**config.mk**
```make
export PLATFORM = sky130hd
export DESIGN_NAME = dbg_halt_ctl
export DESIGN_NICKNAME = d
export VERILOG_FILES = /design/src/rtl/dbg_halt_pkg.sv /design/src/rtl/dbg_halt_dec.sv /design/src/rtl/dbg_halt_regs.sv /design/src/rtl/dbg_halt_ctl.sv
export SDC_FILE = /design/constraint.sdc
export NUM_CORES = 1
export LEC_CHECK = 0
export BUFFER_PORTS_ARGS = -buffer_cell sky130_fd_sc_hd__buf_2
export CAP_MARGIN = 20
export CORE_MARGIN = 1
export CORE_UTILIZATION = 33
export DETAILED_ROUTE_END_ITERATION = 7
export GPL_ROUTABILITY_DRIVEN = 0
export PLACE_DENSITY = 0.78
export SLEW_MARGIN = 5
export SYNTH_ARGS = -nofsm -noshare
export SYNTH_HDL_FRONTEND = slang
export SYNTH_SLANG_ARGS = --single-unit
```
**constraint.sdc**
```tcl
create_clock -name clk -period 1.7 [get_ports clk]
set_input_delay 0.34 -clock clk [delete_from_list [all_inputs] [get_ports clk]]
set_output_delay 0.34 -clock clk [all_outputs]
set_load 0.02 [all_outputs]
```
**src/rtl/dbg_halt_pkg.sv**
```systemverilog
package dbg_halt_pkg;
  localparam int DATA_W = 32;
  localparam logic [15:0] WR_KEY = 16'hA05F;

  // control bit positions (read back at the same place)
  localparam int B_EN    = 0;
  localparam int B_HALT  = 1;
  localparam int B_STEP  = 2;
  localparam int B_MASK  = 3;
  localparam int B_SNAP  = 5;
  // status positions
  localparam int B_RDY   = 16;
  localparam int B_HLTD  = 17;
  localparam int B_SLP   = 18;
  localparam int B_LOCK  = 19;
  localparam int B_RET   = 24;
  localparam int B_RST   = 25;
  localparam int B_RSTRT = 26;

  typedef struct packed {
    logic ctlWr;     // keyed write to control address
    logic selWr;     // any write to selector address
    logic statRd;    // read of control address
    logic maskTake;  // mask bit may be updated by this write
  } ctlStrobes_t;
endpackage

```
**src/rtl/dbg_halt_dec.sv**
```systemverilog
module dbg_halt_dec
  import dbg_halt_pkg::*;
#(
  parameter int ADDR_W    = 4,
  parameter int CTRL_ADDR = 0,
  parameter int SEL_ADDR  = 1
) (
  input  logic [ADDR_W-1:0] busAddr,
  input  logic              busWr,
  input  logic              busRd,
  input  logic [DATA_W-1:0] busWdata,
  input  logic              coreHalted,
  output ctlStrobes_t       strb
);
  localparam logic [ADDR_W-1:0] CTRL_A = ADDR_W'(CTRL_ADDR);
  localparam logic [ADDR_W-1:0] SEL_A  = ADDR_W'(SEL_ADDR);

  logic hitCtrl;
  logic hitSel;
  logic keyOk;

  always_comb begin
    hitCtrl       = (busAddr == CTRL_A);
    hitSel        = (busAddr == SEL_A);
    keyOk         = (busWdata[DATA_W-1:16] == WR_KEY);
    strb.ctlWr    = busWr & hitCtrl & keyOk;
    strb.selWr    = busWr & hitSel;
    strb.statRd   = busRd & hitCtrl;
    strb.maskTake = strb.ctlWr & coreHalted & busWdata[B_HALT];
  end
endmodule

```
**src/rtl/dbg_halt_regs.sv**
```systemverilog
module dbg_halt_regs
  import dbg_halt_pkg::*;
(
  input  logic              clk,
  input  logic              rstN,
  input  ctlStrobes_t       strb,
  input  logic [DATA_W-1:0] busWdata,
  input  logic              coreHalted,
  input  logic              coreSleeping,
  input  logic              coreLockupPulse,
  input  logic              coreRetirePulse,
  input  logic              coreResetPulse,
  input  logic              xferDonePulse,
  output logic [DATA_W-1:0] busRdata,
  output logic              debugEn,
  output logic              haltReq,
  output logic              stepReq,
  output logic              maskInts,
  output logic              snapStall
);
  logic enBit, haltBit, stepBit, maskBit, snapBit;
  logic rdyFlag, lockFlag;
  logic retSticky, rstSticky, restartSticky;
  logic stepDone;
  logic restartEvt;
  logic retEvt;
  logic [DATA_W-1:0] image;

  always_comb begin
    stepDone   = enBit & stepBit & ~haltBit & coreRetirePulse;
    restartEvt = strb.ctlWr & haltBit & ~busWdata[B_HALT];
    retEvt     = coreRetirePulse & ~coreHalted;
  end

  // control bits
  always_ff @(posedge clk) begin
    if (!rstN) begin
      enBit   <= 1'b0;
      haltBit <= 1'b0;
      stepBit <= 1'b0;
      maskBit <= 1'b0;
      snapBit <= 1'b0;
    end else if (strb.ctlWr) begin
      enBit   <= busWdata[B_EN];
      haltBit <= busWdata[B_HALT];
      stepBit <= busWdata[B_STEP];
      snapBit <= busWdata[B_SNAP];
      if (strb.maskTake) maskBit <= busWdata[B_MASK];
    end else if (stepDone) begin
      haltBit <= 1'b1;
    end
  end

  // handshake and lockup flags
  always_ff @(posedge clk) begin
    if (!rstN) begin
      rdyFlag  <= 1'b1;
      lockFlag <= 1'b0;
    end else begin
      if (strb.selWr)        rdyFlag <= 1'b0;
      else if (xferDonePulse) rdyFlag <= 1'b1;
      if (coreHalted)           lockFlag <= 1'b0;
      else if (coreLockupPulse) lockFlag <= 1'b1;
    end
  end

  // sticky event flags, cleared by read unless an event arrives
  always_ff @(posedge clk) begin
    if (!rstN) begin
      retSticky     <= 1'b0;
      rstSticky     <= 1'b0;
      restartSticky <= 1'b0;
    end else begin
      if (retEvt)           retSticky <= 1'b1;
      else if (strb.statRd) retSticky <= 1'b0;
      if (coreResetPulse)   rstSticky <= 1'b1;
      else if (strb.statRd) rstSticky <= 1'b0;
      if (restartEvt)       restartSticky <= 1'b1;
      else if (strb.statRd) restartSticky <= 1'b0;
    end
  end

  always_comb begin
    image          = '0;
    image[B_EN]    = enBit;
    image[B_HALT]  = haltBit;
    image[B_STEP]  = stepBit;
    image[B_MASK]  = maskBit;
    image[B_SNAP]  = snapBit;
    image[B_RDY]   = rdyFlag;
    image[B_HLTD]  = coreHalted;
    image[B_SLP]   = coreSleeping;
    image[B_LOCK]  = lockFlag;
    image[B_RET]   = retSticky;
    image[B_RST]   = rstSticky;
    image[B_RSTRT] = restartSticky;
    busRdata       = strb.statRd ? image : '0;
    debugEn        = enBit;
    haltReq        = enBit & haltBit;
    stepReq        = enBit & stepBit;
    maskInts       = enBit & maskBit;
    snapStall      = enBit & snapBit;
  end
endmodule

```
**src/rtl/dbg_halt_ctl.sv**
```systemverilog
module dbg_halt_ctl
  import dbg_halt_pkg::*;
#(
  parameter int ADDR_W    = 4,
  parameter int CTRL_ADDR = 0,
  parameter int SEL_ADDR  = 1
) (
  input  logic              clk,
  input  logic              rstN,
  input  logic [ADDR_W-1:0] busAddr,
  input  logic              busWr,
  input  logic              busRd,
  input  logic [31:0]       busWdata,
  output logic [31:0]       busRdata,
  input  logic              coreHalted,
  input  logic              coreSleeping,
  input  logic              coreLockupPulse,
  input  logic              coreRetirePulse,
  input  logic              coreResetPulse,
  input  logic              xferDonePulse,
  output logic              debugEn,
  output logic              haltReq,
  output logic              stepReq,
  output logic              maskInts,
  output logic              snapStall
);
  ctlStrobes_t strb;

  dbg_halt_dec #(
    .ADDR_W(ADDR_W), .CTRL_ADDR(CTRL_ADDR), .SEL_ADDR(SEL_ADDR)
  ) dec_i (
    .busAddr(busAddr), .busWr(busWr), .busRd(busRd),
    .busWdata(busWdata), .coreHalted(coreHalted), .strb(strb)
  );

  dbg_halt_regs regs_i (
    .clk(clk), .rstN(rstN), .strb(strb), .busWdata(busWdata),
    .coreHalted(coreHalted), .coreSleeping(coreSleeping),
    .coreLockupPulse(coreLockupPulse), .coreRetirePulse(coreRetirePulse),
    .coreResetPulse(coreResetPulse), .xferDonePulse(xferDonePulse),
    .busRdata(busRdata), .debugEn(debugEn), .haltReq(haltReq),
    .stepReq(stepReq), .maskInts(maskInts), .snapStall(snapStall)
  );
endmodule

```
# After elaboration in Yosys (flattened, before gate mapping)

Index checks and enable logic that the tools add are counted.

Equality and inequality tests: 2
Reduce and logical (&&, ||, !) cells: 8
Bitwise operators: 19
Mux-type cells: 9

Operators with widths:

| operator               | number |
|---|---|
| $mux W27               | 1 |
| $eq A16 B16 Y1 const B | 1 |
| $and A1 B1 Y1          | 15 |
| $reduce_bool A2 Y1     | 5 |
| $mux W1                | 8 |
| $eq A4 B1 Y1 const B   | 1 |
| $logic_not A4 Y1       | 1 |
| $not A1 Y1             | 4 |
| $reduce_and A2 Y1      | 1 |
| $reduce_or A2 Y1       | 1 |

Input port bits: 46
Register bits after elaboration: 10
Output and inout bits: 37
Word-level logic and storage cells: 48

# Logic depth before layout (Yosys ltp)

Gate-level depths: netlist of run 1.

Depth after elaboration: 6
Depth in mapped cells: 4

# Cells and area by module

Synthesis of run 1 repeated with hierarchy kept, for this count alone.

Cells, all modules: 86
Area total of the unflattened synthesis: 730.7 um^2

By module, submodules not included:

| module        | times used | area each (um^2) | cells an instance |
|---|---|---|---|
| dbg_halt_regs | 1          | 638.1            | 73 |
| dbg_halt_dec  | 1          | 92.6             | 13 |

# Worst setup path after synthesis of run 1

OpenSTA, ideal clock, no wires.

Path kind: input to output
Start: in busAddr[1]
End: out busRdata[0]
Cell stages on the path: 3
Path slack: 144 ps
Required time: 1,360 ps
Data arrival time: 1,216 ps
Cells stage by stage: nor4_4 -> clkbuf_1 -> and3_1

Longest elaborated chain between the ends: 3

RTL lines:

| item               | line                | RTL |
|---|---|---|
| start: declaration | dbg_halt_ctl.sv:10  | `input logic [ADDR_W-1:0] busAddr,` |
| $logic_not A4 Y1   | dbg_halt_dec.sv:23  | `hitCtrl = (busAddr == CTRL_A);` |
| $and A1 B1 Y1      | dbg_halt_dec.sv:28  | `strb.statRd = busRd & hitCtrl;` |
| $mux W27           | dbg_halt_regs.sv:97 | `busRdata = strb.statRd ? image : '0;` |
| end: declaration   | dbg_halt_ctl.sv:14  | `output logic [31:0] busRdata,` |

No other way between the ends.

# Final worst setup path of run 1

Start: in busAddr[1]
End: out busRdata[26]

Same word-level chain as after synthesis.

==> out/metrics.yaml, run 1 <==
run_status:
  status: "finished clean"
synth:
  syn_area_per_cell_sq_um: 8.31
  synth_area_leaders: "dfxtp_1 (27%), buf_4 (20%), and3_1 (9.2%)"
  synth_top_cell_by_area: "dfxtp_1"
  synth_most_common_cell: "buf_4"
  synth_common_cells: "buf_4 (20), and3_1 (11), dfxtp_1 (10), nand2_1 (10)"
  syn_area_sq_um: 748
  synthArstFlopShare: 0
  synth_edf_count: 0
  synth-main-ff-cell: "dfxtp_1"
  yosys_warnings: 0
  synth_top_area_share: 0.268
  netlist_instances: 90
  yosysUniqueCellTypes: 27
  yosysSeqAreaShare: 0.268
  ys_ff_latch: 10
cts:
  numClockSinks: 10
  cts_buffer_depth: 2
  clk_pin_slew_ps: 60
  cts_setup_buffers: 0
  cts_tree: "done"
  clockRootBuffer: "clkbuf_4"
  cts_buffers: 3
  htreeDepth: 1
  clock_latency_ps: 260
sta:
  setup_violations: 0
  finalHoldViolCount: 0
  drv_slew: 0
  max_freq_mhz: 611
  rsz0062_at_grt: "no"
  fin_crit_sh: 0.963
  fin_tns_setup_ps: 0
  min_period_ps: 1640
  skew_ps: 1.24
detailed_routing:
  antenna_left: 0
  drc_errors: 0
  via_per_inst: 4.67
  dr.pass1.iters: 4
  routed_wirelength_microns: 1950
  wl_per_cell_microns: 11.5
  drt-initial-drc-count: 10
  dr_total_vias: 789
grt:
  grt_pass1_vias: 751
  grt_first_pass_wirelength_microns: 3320
  antenna_found_initial: 0
  track_usage: 0.180
  grt_max_degree: 17
  grt_overflow: 0
layout:
  seq_area_sq_um: 200
  drive_gt1_frac: 0.451
  fill_cells: 202
  area_growth_pct: 32.1
  multiInputGateArea_sq_um: 454
  final_nets: 190
  antennaDiodeCount: 0
  post-route-util: 0.484
power:
  ir_drop_uv: 281
  p_per_area_nw_per_um2: 522
  power_mw: 0.516
  leakage_nw: 0.578
place:
  dpl.hpwl_microns: 1610
  portBuffers: 51
worst_setup_path:
  critPathCaptureType: "output pin"
  crit_type: "in2out"
  path_max_fanout: 5
  critPathArrivalTime_ps: 1300
  crit_required_ps: 1360
  cp-start-kind: "input port"
die:
  num_rows: 16
  ios: 83
  die_w_microns: 49.6
  core_sq_um: 2040
  die_area_sq_um: 2460
  die_h_microns: 49.6
  floorplan.initialDensity: 0.366
job:
  max-cap-violations: 0
hold_path:
  hold_path.class: "in2reg"
cell families (layout without fill, tap and decap cells):
group | Yosys count | in the layout | synth area share
DFF | 10 | 10 | 0.268
AOI/OAI and AO/OA | 7 | 7 | 0.0652
muxes | 4 | 4 | 0.0535
and+or+nand+nor | 44 | 44 | 0.388
other | 1 | 20 | 0.00501
buffers and inverters | 24 | 57 | 0.221
state kept, by name, summed over array words and instances, names as in the netlist:
signal                count
regs_i.debugEn            1
regs_i.rstSticky          1
regs_i.snapBit            1
regs_i.haltBit            1
regs_i.maskBit            1
regs_i.retSticky          1
regs_i.lockFlag           1
regs_i.stepBit            1
regs_i.rdyFlag            1
regs_i.restartSticky      1
power by group:
group / leakage (nW) / internal (mW) / switching (mW) / total [mW]
Clock: 0.0138 / 0.0815 / 0.0753 / 0.157
Sequential: 0.0813 / 0.239 / 0.00218 / 0.241
Combinational: 0.483 / 0.0415 / 0.0759 / 0.117
through the flow:
step	hold slack, ps	setup slack, ps	cells	instance area [sq um]
floorplan	416	144	109	820
global route	297	13.3	169	988
finish	304	63.4	169	988
detailed placement	468	61.3	166	962
global placement	458	75.3	166	962
CTS	293	50.8	169	985
worst max-delay path, stage by stage:
cell and delay [ps]:
buf_2 120, nor4_4 310, buf_4 190, and3_2 170
buf_2 160
routing by layer:
| metal | vias up | global-route usage | part of all wire |
|---|---|---|---|
| met4 | 0 | 0.100 | 0.017 |
| met2 | 38 | 0.333 | 0.55 |
| met3 | 4 | 0.0525 | 0.052 |
| met1 | 367 | 0.174 | 0.38 |
| li1 | 380 | - | - |
| met5 | - | 0 | 0 |
layout by cell type (no fill, tap or decap):
cell      Yosys  layout
buf_2         0      51
conb_1        1      20
and3_1       11      11
nand2_1      10      10
dfxtp_1      10      10
and2_1        4       4
nor2b_1       4       4
mux2i_1       4       4
nand3_1       3       3
clkbuf_4      0       3
and3_2        2       2
a21oi_1       2       2
o21ai_0       2       2
nor4_4        1       1
and4bb_2      1       1
nor4_2        1       1
nand4_1       1       1
and4b_1       1       1
o311ai_1      1       1
o41ai_1       1       1
inv_2         1       1
nor3_4        1       1
and3b_1       1       1
a32o_2        1       1
nor3_1        1       1
nor2_1        1       1
nor3b_1       1       1
buf_4        20       1
buf_6         0       1
repair_timing:
item | in CTS | in global routing
gates resized for setup | 0 | 1
setup endpoints to repair | 0 | 1
hold buffers | 0 | 0
layout make-up:
type | count | share of cell area
clock buffer | 3 | 0.0228
inverter | 1 | 0.00380
tap | 27 | 0.0342
sequential | 10 | 0.203
multi-input combinational | 75 | 0.459
timing repair buffer | 53 | 0.277
path summary, 6_finish.rpt:
check / start / end / slack (ps) / cells past startpoint
worst max-delay path: busAddr[1] / busRdata[26] / 60 / 5
worst min-delay path: coreHalted / regs_i.lockFlag / 300 / 2
worst max register to register: regs_i.debugEn / regs_i.haltBit / 810 / 3
worst min register to register: regs_i.snapBit / regs_i.snapBit / 470 / 2
(Power assumes the default switching activity.)
==> run 2: changes to the inputs <==
Settings changed: ABC_AREA set to 1, CORE_UTILIZATION 33 to 36, PLACE_DENSITY 0.78 to 0.8.
Clock period 1.7 ns to 1.85 ns, I/O delays scaled along.
==> run 2 against run 1 <==
  * Routed wire length is 17% lower
  * Flip-flop and latch count unchanged
  * Combinational power about the same
  * Utilization rose by 0.22 points
  * Synthesized area up 15%
  * Largest power group unchanged
  * Highest routed layer unchanged
  * Via count rose by 12%
  * Clock skew grew 3.3 ps
  * Largest cell class unchanged
  * Synthesized cell count is 57% higher
  * Final cell count is 31% higher
  * Register-to-register slack improved by 200 ps
  * Worst setup slack better by 87 ps
  * Power down 8.1%
==> out/metrics.yaml, run 2 <==
run_status:
  status: "finished clean"
die:
  ios: 83  # unchanged
  die_w_microns: 51.0  # +2.7%
  die_area_sq_um: 2600  # +5.5%
  floorplan.initialDensity: 0.387  # +0.0201
  num_rows: 17  # +1
  die_h_microns: 51.0  # +2.7%
  core_sq_um: 2230  # +9.4%
worst_setup_path:
  crit_required_ps: 1480  # +120 ps
  path_max_fanout: 15  # +10
  cp-start-kind: "input port"
  crit_type: "in2out"
  worst-r2r-setup-slack_ps: 1010  # +200 ps
  critPathCaptureType: "output pin"
  critPathArrivalTime_ps: 1330  # +30 ps
place:
  placed_area_sq_um: 1060  # +11%
  pre_cts_slack_ps: 126  # +64.3 ps
  portBuffers: 51  # unchanged
  dpl.hpwl_microns: 1390  # -13%
sta:
  max_freq_mhz: 588
  setup_violations: 0  # unchanged
  min_period_ps: 1700
  finalHoldViolCount: 0  # unchanged
  drv_slew: 0  # unchanged
  rsz0062_at_grt: "no"
  fin_tns_setup_ps: 0  # unchanged
  skew_ps: 4.55  # +3.31 ps
  fin_crit_sh: 0.919
  fin_ws_ps: 151  # +87.1 ps
grt:
  grt_overflow: 0  # unchanged
  grt_first_pass_wirelength_microns: 2650  # -20%
  track_usage: 0.139  # -0.0400
  grt_max_degree: 16  # -1
  antenna_found_initial: 0  # unchanged
  grt_pass1_vias: 674  # -10%
synth:
  netlist_instances: 141  # +57%
  synth-main-ff-cell: "dfxtp_1"
  synth_top_area_share: 0.232  # -0.0357
  yosys_warnings: 0  # unchanged
  synth_most_common_cell: "nor2_1"
  synth_edf_count: 0  # unchanged
  syn_area_sq_um: 863  # +15%
  yosysUniqueCellTypes: 21  # -22%
  synthArstFlopShare: 0  # unchanged
  synth_area_leaders: "dfxtp_1 (23%), buf_4 (17%), nor2_1 (15%)"
  syn_area_per_cell_sq_um: 6.12  # -26%
  ys_ff_latch: 10  # unchanged
  synth_top_cell_by_area: "dfxtp_1"
  yosysSeqAreaShare: 0.232  # -0.0357
  synth_common_cells: "nor2_1 (34), inv_1 (31), nand2_1 (21)"
layout:
  fill_cells: 276  # +37%
  post-route-util: 0.486  # +0.00221
  design_area_sq_um: 1090  # +9.9%
  antennaDiodeCount: 0  # unchanged
  final_common_cell: "buf_2"
  drive_gt1_frac: 0.326  # -0.124
  layout_common_cells: "buf_2 (51), nor2_1 (34), inv_1 (31), nand2_1 (21), conb_1 (20)"
  area_growth_pct: 25.8
  final_nets: 241  # +27%
cts:
  clock_latency_ps: 250  # about the same
  clockRootBuffer: "clkbuf_4"
  cts_setup_buffers: 0  # unchanged
  cts_resized: 0  # unchanged
  ctsHoldBuffers: 0  # unchanged
  clk_pin_slew_ps: 60  # about the same
  cts_buffer_depth: 2  # unchanged
  htreeDepth: 1  # unchanged
  numClockSinks: 10  # unchanged
  cts_buffers: 3  # unchanged
  cts_tree: "done"
detailed_routing:
  dr_total_vias: 880  # +12%
  routed_wirelength_microns: 1620  # -17%
  antenna_left: 0  # unchanged
  via_per_inst: 3.98  # -15%
  dr.pass1.iters: 2  # -2
  drt-initial-drc-count: 5  # -5
  wl_per_cell_microns: 7.34  # -36%
  drc_errors: 0  # unchanged
power:
  swShare: 0.295  # -0.00264
  p_clk_frac: 0.291  # -0.013
  p_seq_frac: 0.468  # about the same
  p_int_mw: 0.334  # -7.7%
  ir_drop_uv: 190  # -32%
  p_per_area_nw_per_um2: 436  # -16%
  power_mw: 0.474  # -8.1%
  leakage_nw: 0.688  # +19%
  pwr-share-comb: 0.241  # +0.013
  p_switching_mw: 0.140  # -8.9%
job:
  max-cap-violations: 0  # unchanged
hold_path:
  hold_path.class: "in2reg"
-- run 2: final timing paths --
kind | to | cells past startpoint | from
max | busRdata[26] | 7 | busAddr[3]
min | regs_i.lockFlag | 2 | coreHalted
max reg2reg | regs_i.haltBit | 6 | regs_i.debugEn
min reg2reg | regs_i.restartSticky | 2 | regs_i.restartSticky
-- run 2: final cells by class --
cell class | count | area (sq um) | share of cell area
Clock buffer | 3 | 22.5 | 0.0207
Inverter | 31 | 116 | 0.107
Multi-Input combinational cell | 98 | 457 | 0.421
Sequential cell | 10 | 200 | 0.184
Tap cell | 28 | 35.0 | 0.0323
Timing Repair Buffer | 51 | 255 | 0.235
-- run 2: metrics by stage --
stage | instances | hold WS, ps
final | 221 | 316
after floorplan | 160 | 439
after global routing | 221 | 301
after global placement | 218 | 458
after detailed placement | 218 | 460
after CTS | 221 | 310
-- run 2: per-layer routing --
layer,up-vias,wire [microns],global-route usage
li1,480,-,-
met1,353,705,0.149
met2,45,735,0.226
met3,2,156,0.0417
met4,0,25,0.111
met5,-,0,0
-- run 2: power by group through the flow --
stage	clock (mW)	sequential, mW	combinational (mW)
4_1_cts	0.146	0.222	0.115
5_1_grt	0.163	0.222	0.128
2_1_floorplan	0	0.226	0.101
3_5_place_dp	0	0.227	0.115
3_3_place_gp	0	0.227	0.114
6_report	0.138	0.222	0.114
-- run 2: worst max-delay path, cell delays in order --
cell and delay [ps]:
buf_2 100, nor2_2 120, nand2_2 100, nor2_1 100
inv_1 210, nor2_1 150, buf_2 180
-- run 2: cell families (layout without fill, tap and decap cells) --
logic type	count (synthesis)	in the layout	synth area share
DFF	10	10	0.232
buffers and inverters	52	85	0.322
other	1	20	0.00434
AOI/OAI and AO/OA	5	5	0.0333
and+or+nand+nor	73	73	0.409
